`src/rtl/arb_pkg.sv`:
```
package arb_pkg;
    localparam int NUM_CORES = 2;
    localparam int NUM_KINDS = 4;

    localparam logic [1:0] K_READ  = 2'd0;
    localparam logic [1:0] K_WRITE = 2'd1;
    localparam logic [1:0] K_CAST  = 2'd2;
    localparam logic [1:0] K_IWB   = 2'd3;

    typedef enum logic {
        IS_EMPTY,
        IS_HELD
    } issue_state_e;

    typedef enum logic [1:0] {
        SN_IDLE,
        SN_WAIT,
        SN_EMIT
    } snoop_state_e;
endpackage

```
`src/rtl/arb_fifo.sv`:
```
module arb_fifo #(
    parameter int WIDTH = 8,
    parameter int DEPTH = 4
) (
    input  logic             clk,
    input  logic             rst_n,
    input  logic             push,
    input  logic [WIDTH-1:0] din,
    input  logic             pop,
    output logic [WIDTH-1:0] dout,
    output logic             empty,
    output logic             full
);
    localparam int AW = (DEPTH > 1) ? $clog2(DEPTH) : 1;
    localparam int CW = AW + 1;

    logic [WIDTH-1:0] mem [DEPTH];
    logic [AW-1:0]    wp;
    logic [AW-1:0]    rp;
    logic [CW-1:0]    cnt;

    assign empty = (cnt == '0);
    assign full  = (cnt == CW'(DEPTH));
    assign dout  = mem[rp];

    always_ff @(posedge clk or negedge rst_n) begin
        if (!rst_n) begin
            wp  <= '0;
            rp  <= '0;
            cnt <= '0;
        end else begin
            if (push)
                wp <= (wp == AW'(DEPTH - 1)) ? '0 : wp + 1'b1;
            if (pop)
                rp <= (rp == AW'(DEPTH - 1)) ? '0 : rp + 1'b1;
            if (push && !pop)
                cnt <= cnt + 1'b1;
            else if (pop && !push)
                cnt <= cnt - 1'b1;
        end
    end

    always_ff @(posedge clk) begin
        if (push)
            mem[wp] <= din;
    end
endmodule

```
`src/rtl/arb_core_queues.sv`:
```
module arb_core_queues
    import arb_pkg::*;
#(
    parameter int ADDR_W    = 16,
    parameter int DATA_W    = 32,
    parameter int TAG_W     = 4,
    parameter int RDQ_DEPTH = 4,
    parameter int WRQ_DEPTH = 2,
    parameter int COQ_DEPTH = 4,
    parameter int WDB_DEPTH = 4
) (
    input  logic              clk,
    input  logic              rst_n,
    input  logic              push_valid,
    input  logic [1:0]        push_kind,
    input  logic [ADDR_W-1:0] push_addr,
    input  logic [DATA_W-1:0] push_data,
    input  logic [TAG_W-1:0]  push_tag,
    input  logic              pop,
    output logic              head_valid,
    output logic [1:0]        head_kind,
    output logic [ADDR_W-1:0] head_addr,
    output logic [DATA_W-1:0] head_data,
    output logic [TAG_W-1:0]  head_tag,
    output logic              crd_valid,
    output logic [1:0]        crd_kind,
    output logic              ovf
);
    localparam int PW        = ADDR_W + DATA_W + TAG_W;
    localparam int IWB_DEPTH = WDB_DEPTH - WRQ_DEPTH;

    logic [NUM_KINDS-1:0] q_empty;
    logic [NUM_KINDS-1:0] q_full;
    logic [NUM_KINDS-1:0] q_push;
    logic [NUM_KINDS-1:0] q_pop;
    logic [PW-1:0]        q_dout [NUM_KINDS];
    logic [PW-1:0]        din;

    assign din = {push_addr, push_data, push_tag};

    for (genvar k = 0; k < NUM_KINDS; k++) begin : g_q
        localparam int DEP = (k == 0) ? RDQ_DEPTH :
                             (k == 1) ? WRQ_DEPTH :
                             (k == 2) ? COQ_DEPTH : IWB_DEPTH;
        assign q_push[k] = push_valid && (push_kind == 2'(k)) && !q_full[k];
        assign q_pop[k]  = pop && head_valid && (head_kind == 2'(k));
        arb_fifo #(
            .WIDTH(PW),
            .DEPTH(DEP)
        ) u_fifo (
            .clk  (clk),
            .rst_n(rst_n),
            .push (q_push[k]),
            .din  (din),
            .pop  (q_pop[k]),
            .dout (q_dout[k]),
            .empty(q_empty[k]),
            .full (q_full[k])
        );
    end

    // fixed order: read, explicit write, implicit writeback, castout
    always_comb begin
        head_kind = K_CAST;
        if (!q_empty[K_READ])
            head_kind = K_READ;
        else if (!q_empty[K_WRITE])
            head_kind = K_WRITE;
        else if (!q_empty[K_IWB])
            head_kind = K_IWB;
    end

    assign head_valid = ~&q_empty;
    assign {head_addr, head_data, head_tag} = q_dout[head_kind];

    always_ff @(posedge clk or negedge rst_n) begin
        if (!rst_n) begin
            ovf       <= 1'b0;
            crd_valid <= 1'b0;
            crd_kind  <= K_READ;
        end else begin
            if (push_valid && q_full[push_kind])
                ovf <= 1'b1;
            crd_valid <= pop && head_valid;
            crd_kind  <= head_kind;
        end
    end
endmodule

```
`src/rtl/arb_snoop_merge.sv`:
```
module arb_snoop_merge
    import arb_pkg::*;
#(
    parameter int ADDR_W = 16
) (
    input  logic              clk,
    input  logic              rst_n,
    input  logic              snp_valid,
    input  logic [ADDR_W-1:0] snp_addr,
    output logic              snp_ready,
    output logic [1:0]        core_snp_valid,
    output logic [ADDR_W-1:0] core_snp_addr,
    input  logic [1:0]        csr_valid,
    input  logic [1:0]        csr_hit,
    input  logic [1:0]        csr_mod,
    output logic              sock_valid,
    output logic              sock_hit,
    output logic              sock_mod
);
    snoop_state_e state, state_n;
    logic [1:0]   got;
    logic [1:0]   got_n;
    logic         hit_acc;
    logic         mod_acc;
    logic         fwd;

    assign got_n = got | csr_valid;

    always_ff @(posedge clk or negedge rst_n) begin
        if (!rst_n)
            state <= SN_IDLE;
        else
            state <= state_n;
    end

    always_comb begin
        state_n    = state;
        snp_ready  = 1'b0;
        sock_valid = 1'b0;
        unique case (state)
            SN_IDLE: begin
                snp_ready = 1'b1;
                if (snp_valid)
                    state_n = SN_WAIT;
            end
            SN_WAIT: begin
                if (&got_n)
                    state_n = SN_EMIT;
            end
            SN_EMIT: begin
                sock_valid = 1'b1;
                state_n    = SN_IDLE;
            end
            default: state_n = SN_IDLE;
        endcase
    end

    always_ff @(posedge clk or negedge rst_n) begin
        if (!rst_n) begin
            got           <= '0;
            hit_acc       <= 1'b0;
            mod_acc       <= 1'b0;
            fwd           <= 1'b0;
            core_snp_addr <= '0;
        end else begin
            fwd <= (state == SN_IDLE) && snp_valid;
            if ((state == SN_IDLE) && snp_valid) begin
                got           <= '0;
                hit_acc       <= 1'b0;
                mod_acc       <= 1'b0;
                core_snp_addr <= snp_addr;
            end else if (state == SN_WAIT) begin
                got     <= got_n;
                hit_acc <= hit_acc | |(csr_valid & csr_hit);
                mod_acc <= mod_acc | |(csr_valid & csr_mod);
            end
        end
    end

    assign core_snp_valid = {fwd, fwd};
    assign sock_hit       = sock_valid & hit_acc;
    assign sock_mod       = sock_valid & mod_acc;
endmodule

```
`src/rtl/dual_core_sys_arbiter.sv`:
```
module dual_core_sys_arbiter
    import arb_pkg::*;
#(
    parameter int ADDR_W    = 16,
    parameter int DATA_W    = 32,
    parameter int TAG_W     = 4,
    parameter int BC_W      = 4,
    parameter int RDQ_DEPTH = 4,
    parameter int WRQ_DEPTH = 2,
    parameter int COQ_DEPTH = 4,
    parameter int WDB_DEPTH = 4
) (
    input  logic                         clk,
    input  logic                         rst_n,
    input  logic [NUM_CORES-1:0]         push_valid,
    input  logic [2*NUM_CORES-1:0]       push_kind,
    input  logic [NUM_CORES*ADDR_W-1:0]  push_addr,
    input  logic [NUM_CORES*DATA_W-1:0]  push_data,
    input  logic [NUM_CORES*TAG_W-1:0]   push_tag,
    output logic [NUM_CORES-1:0]         crd_valid,
    output logic [2*NUM_CORES-1:0]       crd_kind,
    output logic [NUM_CORES-1:0]         ovf_err,
    output logic                         out_valid,
    input  logic                         out_ready,
    output logic                         out_core,
    output logic [1:0]                   out_kind,
    output logic [ADDR_W-1:0]            out_addr,
    output logic [DATA_W-1:0]            out_data,
    output logic [TAG_W-1:0]             out_tag,
    input  logic                         rsp_valid,
    input  logic [TAG_W:0]               rsp_tag,
    input  logic [DATA_W-1:0]            rsp_data,
    output logic [NUM_CORES-1:0]         core_rsp_valid,
    output logic [TAG_W-1:0]             core_rsp_tag,
    output logic [DATA_W-1:0]            core_rsp_data,
    input  logic                         bc_valid,
    input  logic [BC_W-1:0]              bc_code,
    output logic [NUM_CORES-1:0]         core_bc_valid,
    output logic [BC_W-1:0]              core_bc_code,
    input  logic                         snp_valid,
    output logic                         snp_ready,
    input  logic [ADDR_W-1:0]            snp_addr,
    output logic [NUM_CORES-1:0]         core_snp_valid,
    output logic [ADDR_W-1:0]            core_snp_addr,
    input  logic [NUM_CORES-1:0]         csr_valid,
    input  logic [NUM_CORES-1:0]         csr_hit,
    input  logic [NUM_CORES-1:0]         csr_mod,
    output logic                         sock_valid,
    output logic                         sock_hit,
    output logic                         sock_mod
);
    logic [NUM_CORES-1:0] hv;
    logic [NUM_CORES-1:0] pop;
    logic [1:0]           hkind [NUM_CORES];
    logic [ADDR_W-1:0]    haddr [NUM_CORES];
    logic [DATA_W-1:0]    hdata [NUM_CORES];
    logic [TAG_W-1:0]     htag  [NUM_CORES];

    for (genvar c = 0; c < NUM_CORES; c++) begin : g_core
        arb_core_queues #(
            .ADDR_W   (ADDR_W),
            .DATA_W   (DATA_W),
            .TAG_W    (TAG_W),
            .RDQ_DEPTH(RDQ_DEPTH),
            .WRQ_DEPTH(WRQ_DEPTH),
            .COQ_DEPTH(COQ_DEPTH),
            .WDB_DEPTH(WDB_DEPTH)
        ) u_q (
            .clk       (clk),
            .rst_n     (rst_n),
            .push_valid(push_valid[c]),
            .push_kind (push_kind[2*c +: 2]),
            .push_addr (push_addr[ADDR_W*c +: ADDR_W]),
            .push_data (push_data[DATA_W*c +: DATA_W]),
            .push_tag  (push_tag[TAG_W*c +: TAG_W]),
            .pop       (pop[c]),
            .head_valid(hv[c]),
            .head_kind (hkind[c]),
            .head_addr (haddr[c]),
            .head_data (hdata[c]),
            .head_tag  (htag[c]),
            .crd_valid (crd_valid[c]),
            .crd_kind  (crd_kind[2*c +: 2]),
            .ovf       (ovf_err[c])
        );
    end

    // issue slot machine
    issue_state_e is_state, is_state_n;
    logic         pref;
    logic         pick;
    logic         load;

    always_ff @(posedge clk or negedge rst_n) begin
        if (!rst_n)
            is_state <= IS_EMPTY;
        else
            is_state <= is_state_n;
    end

    always_comb begin
        pick = 1'b0;
        if (&hv)
            pick = pref;
        else if (hv[1])
            pick = 1'b1;
        load       = 1'b0;
        is_state_n = is_state;
        out_valid  = 1'b0;
        unique case (is_state)
            IS_EMPTY: begin
                if (|hv) begin
                    load       = 1'b1;
                    is_state_n = IS_HELD;
                end
            end
            IS_HELD: begin
                out_valid = 1'b1;
                if (out_ready) begin
                    load       = |hv;
                    is_state_n = (|hv) ? IS_HELD : IS_EMPTY;
                end
            end
            default: is_state_n = IS_EMPTY;
        endcase
        pop = '0;
        pop[pick] = load;
    end

    always_ff @(posedge clk or negedge rst_n) begin
        if (!rst_n) begin
            pref     <= 1'b0;
            out_core <= 1'b0;
            out_kind <= K_READ;
            out_addr <= '0;
            out_data <= '0;
            out_tag  <= '0;
        end else if (load) begin
            pref     <= ~pick;
            out_core <= pick;
            out_kind <= hkind[pick];
            out_addr <= haddr[pick];
            out_data <= hdata[pick];
            out_tag  <= htag[pick];
        end
    end

    // response steering and broadcast fan-out
    always_ff @(posedge clk or negedge rst_n) begin
        if (!rst_n) begin
            core_rsp_valid <= '0;
            core_rsp_tag   <= '0;
            core_rsp_data  <= '0;
            core_bc_valid  <= '0;
            core_bc_code   <= '0;
        end else begin
            core_rsp_valid <= '0;
            if (rsp_valid)
                core_rsp_valid[rsp_tag[TAG_W]] <= 1'b1;
            core_rsp_tag  <= rsp_tag[TAG_W-1:0];
            core_rsp_data <= rsp_data;
            core_bc_valid <= {NUM_CORES{bc_valid}};
            core_bc_code  <= bc_code;
        end
    end

    arb_snoop_merge #(
        .ADDR_W(ADDR_W)
    ) u_snoop (
        .clk           (clk),
        .rst_n         (rst_n),
        .snp_valid     (snp_valid),
        .snp_addr      (snp_addr),
        .snp_ready     (snp_ready),
        .core_snp_valid(core_snp_valid),
        .core_snp_addr (core_snp_addr),
        .csr_valid     (csr_valid),
        .csr_hit       (csr_hit),
        .csr_mod       (csr_mod),
        .sock_valid    (sock_valid),
        .sock_hit      (sock_hit),
        .sock_mod      (sock_mod)
    );
endmodule

```
`config.mk`:
```
export PLATFORM = sky130hd
export DESIGN_NAME = dual_core_sys_arbiter
export DESIGN_NICKNAME = d
export VERILOG_FILES = /design/src/rtl/arb_pkg.sv /design/src/rtl/arb_fifo.sv /design/src/rtl/arb_core_queues.sv /design/src/rtl/arb_snoop_merge.sv /design/src/rtl/dual_core_sys_arbiter.sv
export SDC_FILE = /design/constraint.sdc
export NUM_CORES = 1
export LEC_CHECK = 0
export ABC_AREA = 1
export CAP_MARGIN = 20
export CORE_UTILIZATION = 30
export DETAILED_ROUTE_END_ITERATION = 7
export HOLD_SLACK_MARGIN = 0.03
export PLACE_DENSITY_LB_ADDON = 0.1
export SLEW_MARGIN = 15
export SYNTH_ARGS = -nofsm -noshare
export SYNTH_HDL_FRONTEND = slang
export SYNTH_SLANG_ARGS = --single-unit
```
`constraint.sdc`:
```
create_clock -name clk -period 5.73 [get_ports clk]
set_input_delay 0.8595 -clock clk [delete_from_list [all_inputs] [get_ports clk]]
set_output_delay 0.8595 -clock clk [all_outputs]
set_load 0.01 [all_outputs]
```
# Word-level counts from Yosys, hierarchy flattened
# Memory sizes are Yosys's and may differ from the RTL's.
# Cells that the tools add are included.
# classes
addsub	32
n_lt_le_gt_ge	9
n_eq_ne	32
mux	100
bitwise	13
n_reduce_logical	103
# ops
op	count
52-bit binary-select mux with 2-bit select	2
52-bit two-way mux	4
32-bit two-way mux	3
2-bit two-way mux	28
16-bit two-way mux	3
1-bit logical AND	47
2-bit == test, second input constant	21
1-bit two-way mux	42
1-bit zero test	26
2-bit by 1-bit adder with 2-bit output, second input constant	12
3-bit two-way mux	8
2-bit zero test	9
2-bit nonzero test	9
3-bit by 1-bit adder with 3-bit output, second input constant	4
3-bit == test, second input constant	4
3-bit zero test	4
4-bit two-way mux	3
3-bit by 1-bit subtractor with 3-bit output, second input constant	4
2-bit by 1-bit == test with 1-bit output, second input constant	5
1-bit adder, second input constant	8
4-bit AND reduction	2
2-bit by 1-bit subtractor with 2-bit output, second input constant	4
2-bit AND	3
3-bit greater-or-equal comparator, second input constant	2
18 further kinds	32
# word_totals
register_bits	175
ramBits	1248
input_bits	179
n_memories	8
# memory_table
name	words	word_bits	read_ports	rd_ports_with_merged_regs	wr	line_no	rtl
g_core[0].u_q.g_q[0].u_fifo.mem	4	52	1	0	1	arb_fifo.sv:17	logic [WIDTH-1:0] mem [DEPTH];
g_core[0].u_q.g_q[2].u_fifo.mem	4	52	1	0	1	arb_fifo.sv:17	
g_core[1].u_q.g_q[0].u_fifo.mem	4	52	1	0	1	arb_fifo.sv:17	
g_core[1].u_q.g_q[2].u_fifo.mem	4	52	1	0	1	arb_fifo.sv:17	
g_core[0].u_q.g_q[1].u_fifo.mem	2	52	1	0	1	arb_fifo.sv:17	
g_core[0].u_q.g_q[3].u_fifo.mem	2	52	1	0	1	arb_fifo.sv:17	
+2 memories	-	-	-	-	-	-	

# Longest topological paths before layout
# depth
word_depth	15
depth_mapped	15

# Modules after synthesis
# A second synthesis with hierarchy kept.
# hier_totals
hier_cells	4775
area_unflattened_um2	60316.6
# modules_own_cells
mod	n_inst	cells_per_inst	area_each_um2	seq_area_each_um2
arb_fifo at g_core[0].u_q.g_q[0].u_fifo ...	3	659	8663.3	6421.2
arb_fifo at g_core[0].u_q.g_q[1].u_fifo ...	4	187	4210.3	3223.1
arb_fifo at g_core[0].u_q.g_q[2].u_fifo	1	659	8665.8	6421.2
dual_core_sys_arbiter	1	529	4317.9	2502.4
arb_core_queues	2	373	1752.9	100.1
arb_snoop_merge	1	116	996.0	575.6

# Worst setup path after synthesis
# OpenSTA, ideal clock, no wires.
# synth_timing
kind	input to register
startpoint	input port push_valid[0]
endpoint	memory g_core[0].u_q.g_q[3].u_fifo.mem[1][0] (netlist name) (enable)
setup_ns	0.463
arrival_ns	3.506
required_time_ns	5.267
slack_ns	1.761
cell_stages	4
n_path_buf	0
cell_sequence	inv_1 > nor3_1 > inv_1 > nor2_1
# synth_between
elab_chain_len	4
# synth_lines
item	line_no	rtl
start: declaration	dual_core_sys_arbiter.sv:15	input logic [NUM_CORES-1:0] push_valid,
1-bit logical AND (2 in series)	arb_core_queues.sv:45	assign q_push[k] = push_valid && (push_kind == 2'(k)) && !q_full[k];
named net g_core[0].u_q.g_q[3].u_fifo.push	arb_fifo.sv:7	input logic push,
1-bit two-way mux	arb_fifo.sv:44	if (push)
1-bit two-way mux (implied by the code)	arb_fifo.sv:45	mem[wp] <= din;
end: declaration	arb_fifo.sv:17	
# The timed path passes the listed nets, and every way through them passes these cells.

# Worst setup path in the final report
# layout_timing
startpoint	register g_core[0].u_q.g_q[1].u_fifo.cnt[0]
endpoint	register g_core[1].u_q.g_q[0].u_fifo.cnt[1]
# layout_between
elab_chain_len	15
# layout_lines
item	line_no	rtl
start: declaration	arb_fifo.sv:20	logic [CW-1:0] cnt;
start signal: assignment	arb_fifo.sv:37	cnt <= cnt + 1'b1;
start signal: assignment	arb_fifo.sv:39	cnt <= cnt - 1'b1;
2-bit zero test (*)	arb_fifo.sv:22	assign empty = (cnt == '0);
4-bit AND reduction (*)	arb_core_queues.sv:73	assign head_valid = ~&q_empty;
1-bit zero test (*)	arb_core_queues.sv:73	
2-bit AND reduction	dual_core_sys_arbiter.sv:103	if (&hv)
1-bit two-way mux	dual_core_sys_arbiter.sv:103	
1-bit by 2-bit < comparator with 1-bit output (implied by the code) / 1-bit greater-or-equal comparator (equally long branches)	dual_core_sys_arbiter.sv:127	pop[pick] = load;
1-bit logical AND (implied by the code)	dual_core_sys_arbiter.sv:127	
1-bit two-way mux (implied by the code)	dual_core_sys_arbiter.sv:127	
1-bit demux with 1-bit select	dual_core_sys_arbiter.sv:127	
2-bit AND (no line) (*)	-	
1-bit logical AND (*) (2 in series)	arb_core_queues.sv:46	assign q_pop[k] = pop && head_valid && (head_kind == 2'(k));
1-bit zero test	arb_fifo.sv:36	if (push && !pop)
1-bit logical AND	arb_fifo.sv:36	
3-bit two-way mux / 2-bit nonzero test (equally long branches)	-	
end signal: assignment	arb_fifo.sv:37	
end signal: assignment	arb_fifo.sv:39	
end: declaration	arb_fifo.sv:20	
# Mark *: on every way between the ends. The rest lies on a longest branch, timed or not.
# A chain may end at the register's enable or synchronous reset.

==> impl_metrics.env <==
export IMPL_outcome="completed"
export IMPL_clk_pin_slew_ns=0.06
export IMPL_numPortBuffers=308
export IMPL_drv_slew=0
export IMPL_critical_path_required_ns=6.42
export IMPL_row_count=160
export IMPL_die_w_um=441
export IMPL_syn_inst=5168
export IMPL_synth_top_area_share_pct=64.7
export IMPL_fin_crit_ns=3.38
export IMPL_synth_top_family_by_area="simple AND/OR/NAND/NOR gates"
export IMPL_drc_errors=0
export IMPL_post_drt_wl_per_cell_um=23.1
export IMPL_report_final_hold_viol_count=0
export IMPL_ys_warn_count=0
export IMPL_synth_distinct_cells=36
export IMPL_grt_pass1_vias=36900
export IMPL_cts_repair_resized=0
export IMPL_initial_utilization_pct=30.3
export IMPL_slowest_delay_ns=0.59
export IMPL_power_density_nw_per_um2=459
export IMPL_final_cell_mix="1909 x nand2_1, 1248 x edfxtp_1, 566 x nand3_1, 338 x inv_1, 307 x clkdlybuf4s50_1"
export IMPL_post_cts_buffers=0
export IMPL_syn_area_um2=57900
export IMPL_critPathTopFamily="simple AND/OR/NAND/NOR gates"
export IMPL_clock_fmax_mhz=296
export IMPL_hold_ws_ns=0.0663
export IMPL_r2r_cells=12
export IMPL_fin_ws_ns=2.35
export IMPL_htree_num_levels=4
export IMPL_ff2ff_setup_slack_ns=2.35
export IMPL_dp_hpwl_um=111000
export IMPL_tightest_slew_ns=1.08
export IMPL_cts_buffers=162
export IMPL_cts_tree="built"
export IMPL_total_power_uw=31700
export IMPL_final_layout_size_suffix_gt1_share_pct=6.96
export IMPL_routed_wl_um=187000
export IMPL_syn_avg_cell_area_um2=11.2
export IMPL_syn2layout_area_growth_pct=19.3
export IMPL_grt_overflow_total=0
export IMPL_setup_violations=0
export IMPL_ios=309
export IMPL_root_buffer="clkbuf_16"
export IMPL_cts_hold_buf=0
export IMPL_cts_buffer_depth=3
export IMPL_timing_rr_end="g_core[1].u_q.g_q[0].u_fifo.cnt[1]"
export IMPL_grt_max_degree=91
export IMPL_finalCritPeriodShare_pct=58.9
export IMPL_crit_type="flip-flop to flip-flop"
export IMPL_vias=37700
export IMPL_synth_simple_area_share_pct=20.0
export IMPL_worst_ep_arrival_time_ns=4.06
export IMPL_slew_headroom_pct=27.9
export IMPL_clk_latency_ns=0.81
export IMPL_synth_seq_cells=1423
export IMPL_synthMuxAreaShare_pct=0.0778
export IMPL_clock_sinks=1423
export IMPL_gp_congestion=0.766
export IMPL_skew_ns=0.0193
export IMPL_synth_largest_area_cell="edfxtp_1"
export IMPL_path_cells="nor2_4 -> inv_1 -> nor2_4 -> nand2_1 -> nand2_1 -> nand2_2 -> nor2_4 -> nand2_1 -> ha_1 -> inv_1 -> fa_1 -> mux2_2"
export IMPL_mostFrequentLayoutCell="nand2_1"
export IMPL_hold_path_class="input pin to async pin"
export IMPL_pre_cts_slack_ns=1.83
export IMPL_cp_start_kind="flip-flop"
export IMPL_grt_pass1_wl_um=268000
export IMPL_syn_num_nets=5379
export IMPL_coreArea_um2=191000
export IMPL_die_area_um2=195000
export IMPL_path_buf_inv=2
export IMPL_crit_start="g_core[0].u_q.g_q[1].u_fifo.cnt[0]"
export IMPL_synthXorXnorAreaFrac_pct=0.242
export IMPL_final_nets=5674
export IMPL_cp_slowest_cell="nor2_4"
export IMPL_crit_path_end_kind="flip-flop"
export IMPL_viasPerCell=4.66
export IMPL_final_antenna_net_count=0
export IMPL_tns_ns=0
export IMPL_synth_compound_area_share_pct=2.29
export IMPL_die_h_um=441
export IMPL_first_pass_iters=5
export IMPL_antenna_found_initial=9
export IMPL_r2r_start="g_core[0].u_q.g_q[1].u_fifo.cnt[0]"
export IMPL_ys_seq_area_share_pct=72.3
export IMPL_drt_iter0_drc=2688
export IMPL_synth_adder_area_share_pct=0.743
export IMPL_grt_total_usage_pct=19.0
export IMPL_rsz0062_at_grt="false"
export IMPL_path_max_fanout=21
export IMPL_peakVddDrop_mv=0.352
export IMPL_leakage_uw=0.0265
export IMPL_drv_cap=0
export IMPL_synthTopCellsByArea="edfxtp_1 65%, nand2_1 12%, dfrtp_1 7.6%"
area by class of cell:
| cell class | count | area [um^2] |
|---|---|---|
| Multi-Input combinational cell | 3125 | 13700 |
| Timing Repair Buffer | 397 | 3840 |
| Fill cell | 18700 | 122000 |
| Inverter | 354 | 1340 |
| Sequential cell | 1423 | 41900 |
| Clock inverter | 75 | 738 |
| Clock buffer | 216 | 4400 |
| Tap cell | 2511 | 3140 |
| Antenna cell | 1 | 2.50 |
metrics by stage:
| stage | util [%] | cells | instance area (um^2) |
|---|---|---|---|
| 3_3_place_gp | 33.5 | 7809 | 63900 |
| 5_1_grt | 36.2 | 8101 | 69100 |
| 2_1_floorplan | - | 5168 | 57900 |
| 3_5_place_dp | 33.5 | 7809 | 63900 |
| 6_report | 36.2 | 8102 | 69100 |
| 4_1_cts | 36.2 | 8100 | 69100 |
layer usage:
layer  vias to the layer above  global-route usage (%)  share of wire, %
met5                         -                       0             0.016
met4                         4                    5.62               2.6
met3                       227                    2.82               4.6
met2                       918                    30.9                46
met1                     18700                    26.3                46
li1                      17900                       -                 -
registers in the layout (all words and copies together), names as in the netlist, 2 cells and up:
| signal | cells |
|---|---|
| u_snoop.got | 2 |
| core_bc_code | 4 |
| g_core.u_q.crd_kind | 4 |
| u_snoop.core_snp_addr | 16 |
| out_data | 32 |
| out_kind | 2 |
| core_rsp_valid | 2 |
| g_core.u_q.g_q.u_fifo.wp | 12 |
| g_core.u_q.g_q.u_fifo.rp | 12 |
| u_snoop.state | 2 |
| g_core.u_q.ovf | 2 |
| out_addr | 16 |
| g_core.u_q.crd_valid | 2 |
| core_rsp_data | 32 |
| g_core.u_q.g_q.u_fifo.cnt | 20 |
| core_rsp_tag | 4 |
| g_core.u_q.g_q.u_fifo.mem | 1248 |
| out_tag | 4 |
worst max path at each step:
stage | cells past startpoint | slack (ns) | endpoint
final | 12 | 2.35 | g_core[1].u_q.g_q[0].u_fifo.cnt[1]
after global routing | 12 | 2.00 | g_core[1].u_q.g_q[0].u_fifo.cnt[1]
after floorplan | 4 | 1.76 | g_core[0].u_q.g_q[3].u_fifo.mem[1][0]
after CTS | 12 | 2.29 | g_core[1].u_q.g_q[0].u_fifo.cnt[1]
after global placement | 9 | 1.82 | out_data[14]
after detailed placement | 9 | 1.83 | out_data[17]
cell usage after synthesis (all sizes together):
| library cell | number |
|---|---|
| ha | 28 |
| a21boi | 34 |
| or2 | 3 |
| nand2 | 1916 |
| a22o | 2 |
| fa | 4 |
| clkinv | 5 |
| o21ai | 193 |
| nor2 | 281 |
| dfrtp | 175 |
| clkbuf | 147 |
| edfxtp | 1248 |
| nand4 | 54 |
| o211a | 1 |
| a21oi | 9 |
| a32o | 1 |
| xor2 | 8 |
| xnor2 | 8 |
| o21bai | 1 |
| mux2 | 4 |
| nor3 | 8 |
| a21o | 2 |
| inv | 349 |
| nand3 | 568 |
| buf | 119 |
power breakdown:
| group | internal [uW] | switching (uW) |
|---|---|---|
| clock | 5820 | 4350 |
| combinational | 2400 | 6110 |
| sequential | 12300 | 785 |
logic make-up after synthesis:
family	count (synthesis)
compound gates	243
xor+xnor	16
fa+ha+maj	32
buf+inv	620
flops	1423
mux	4
simple gates	2830
Power figures use the tool's default switching activity.
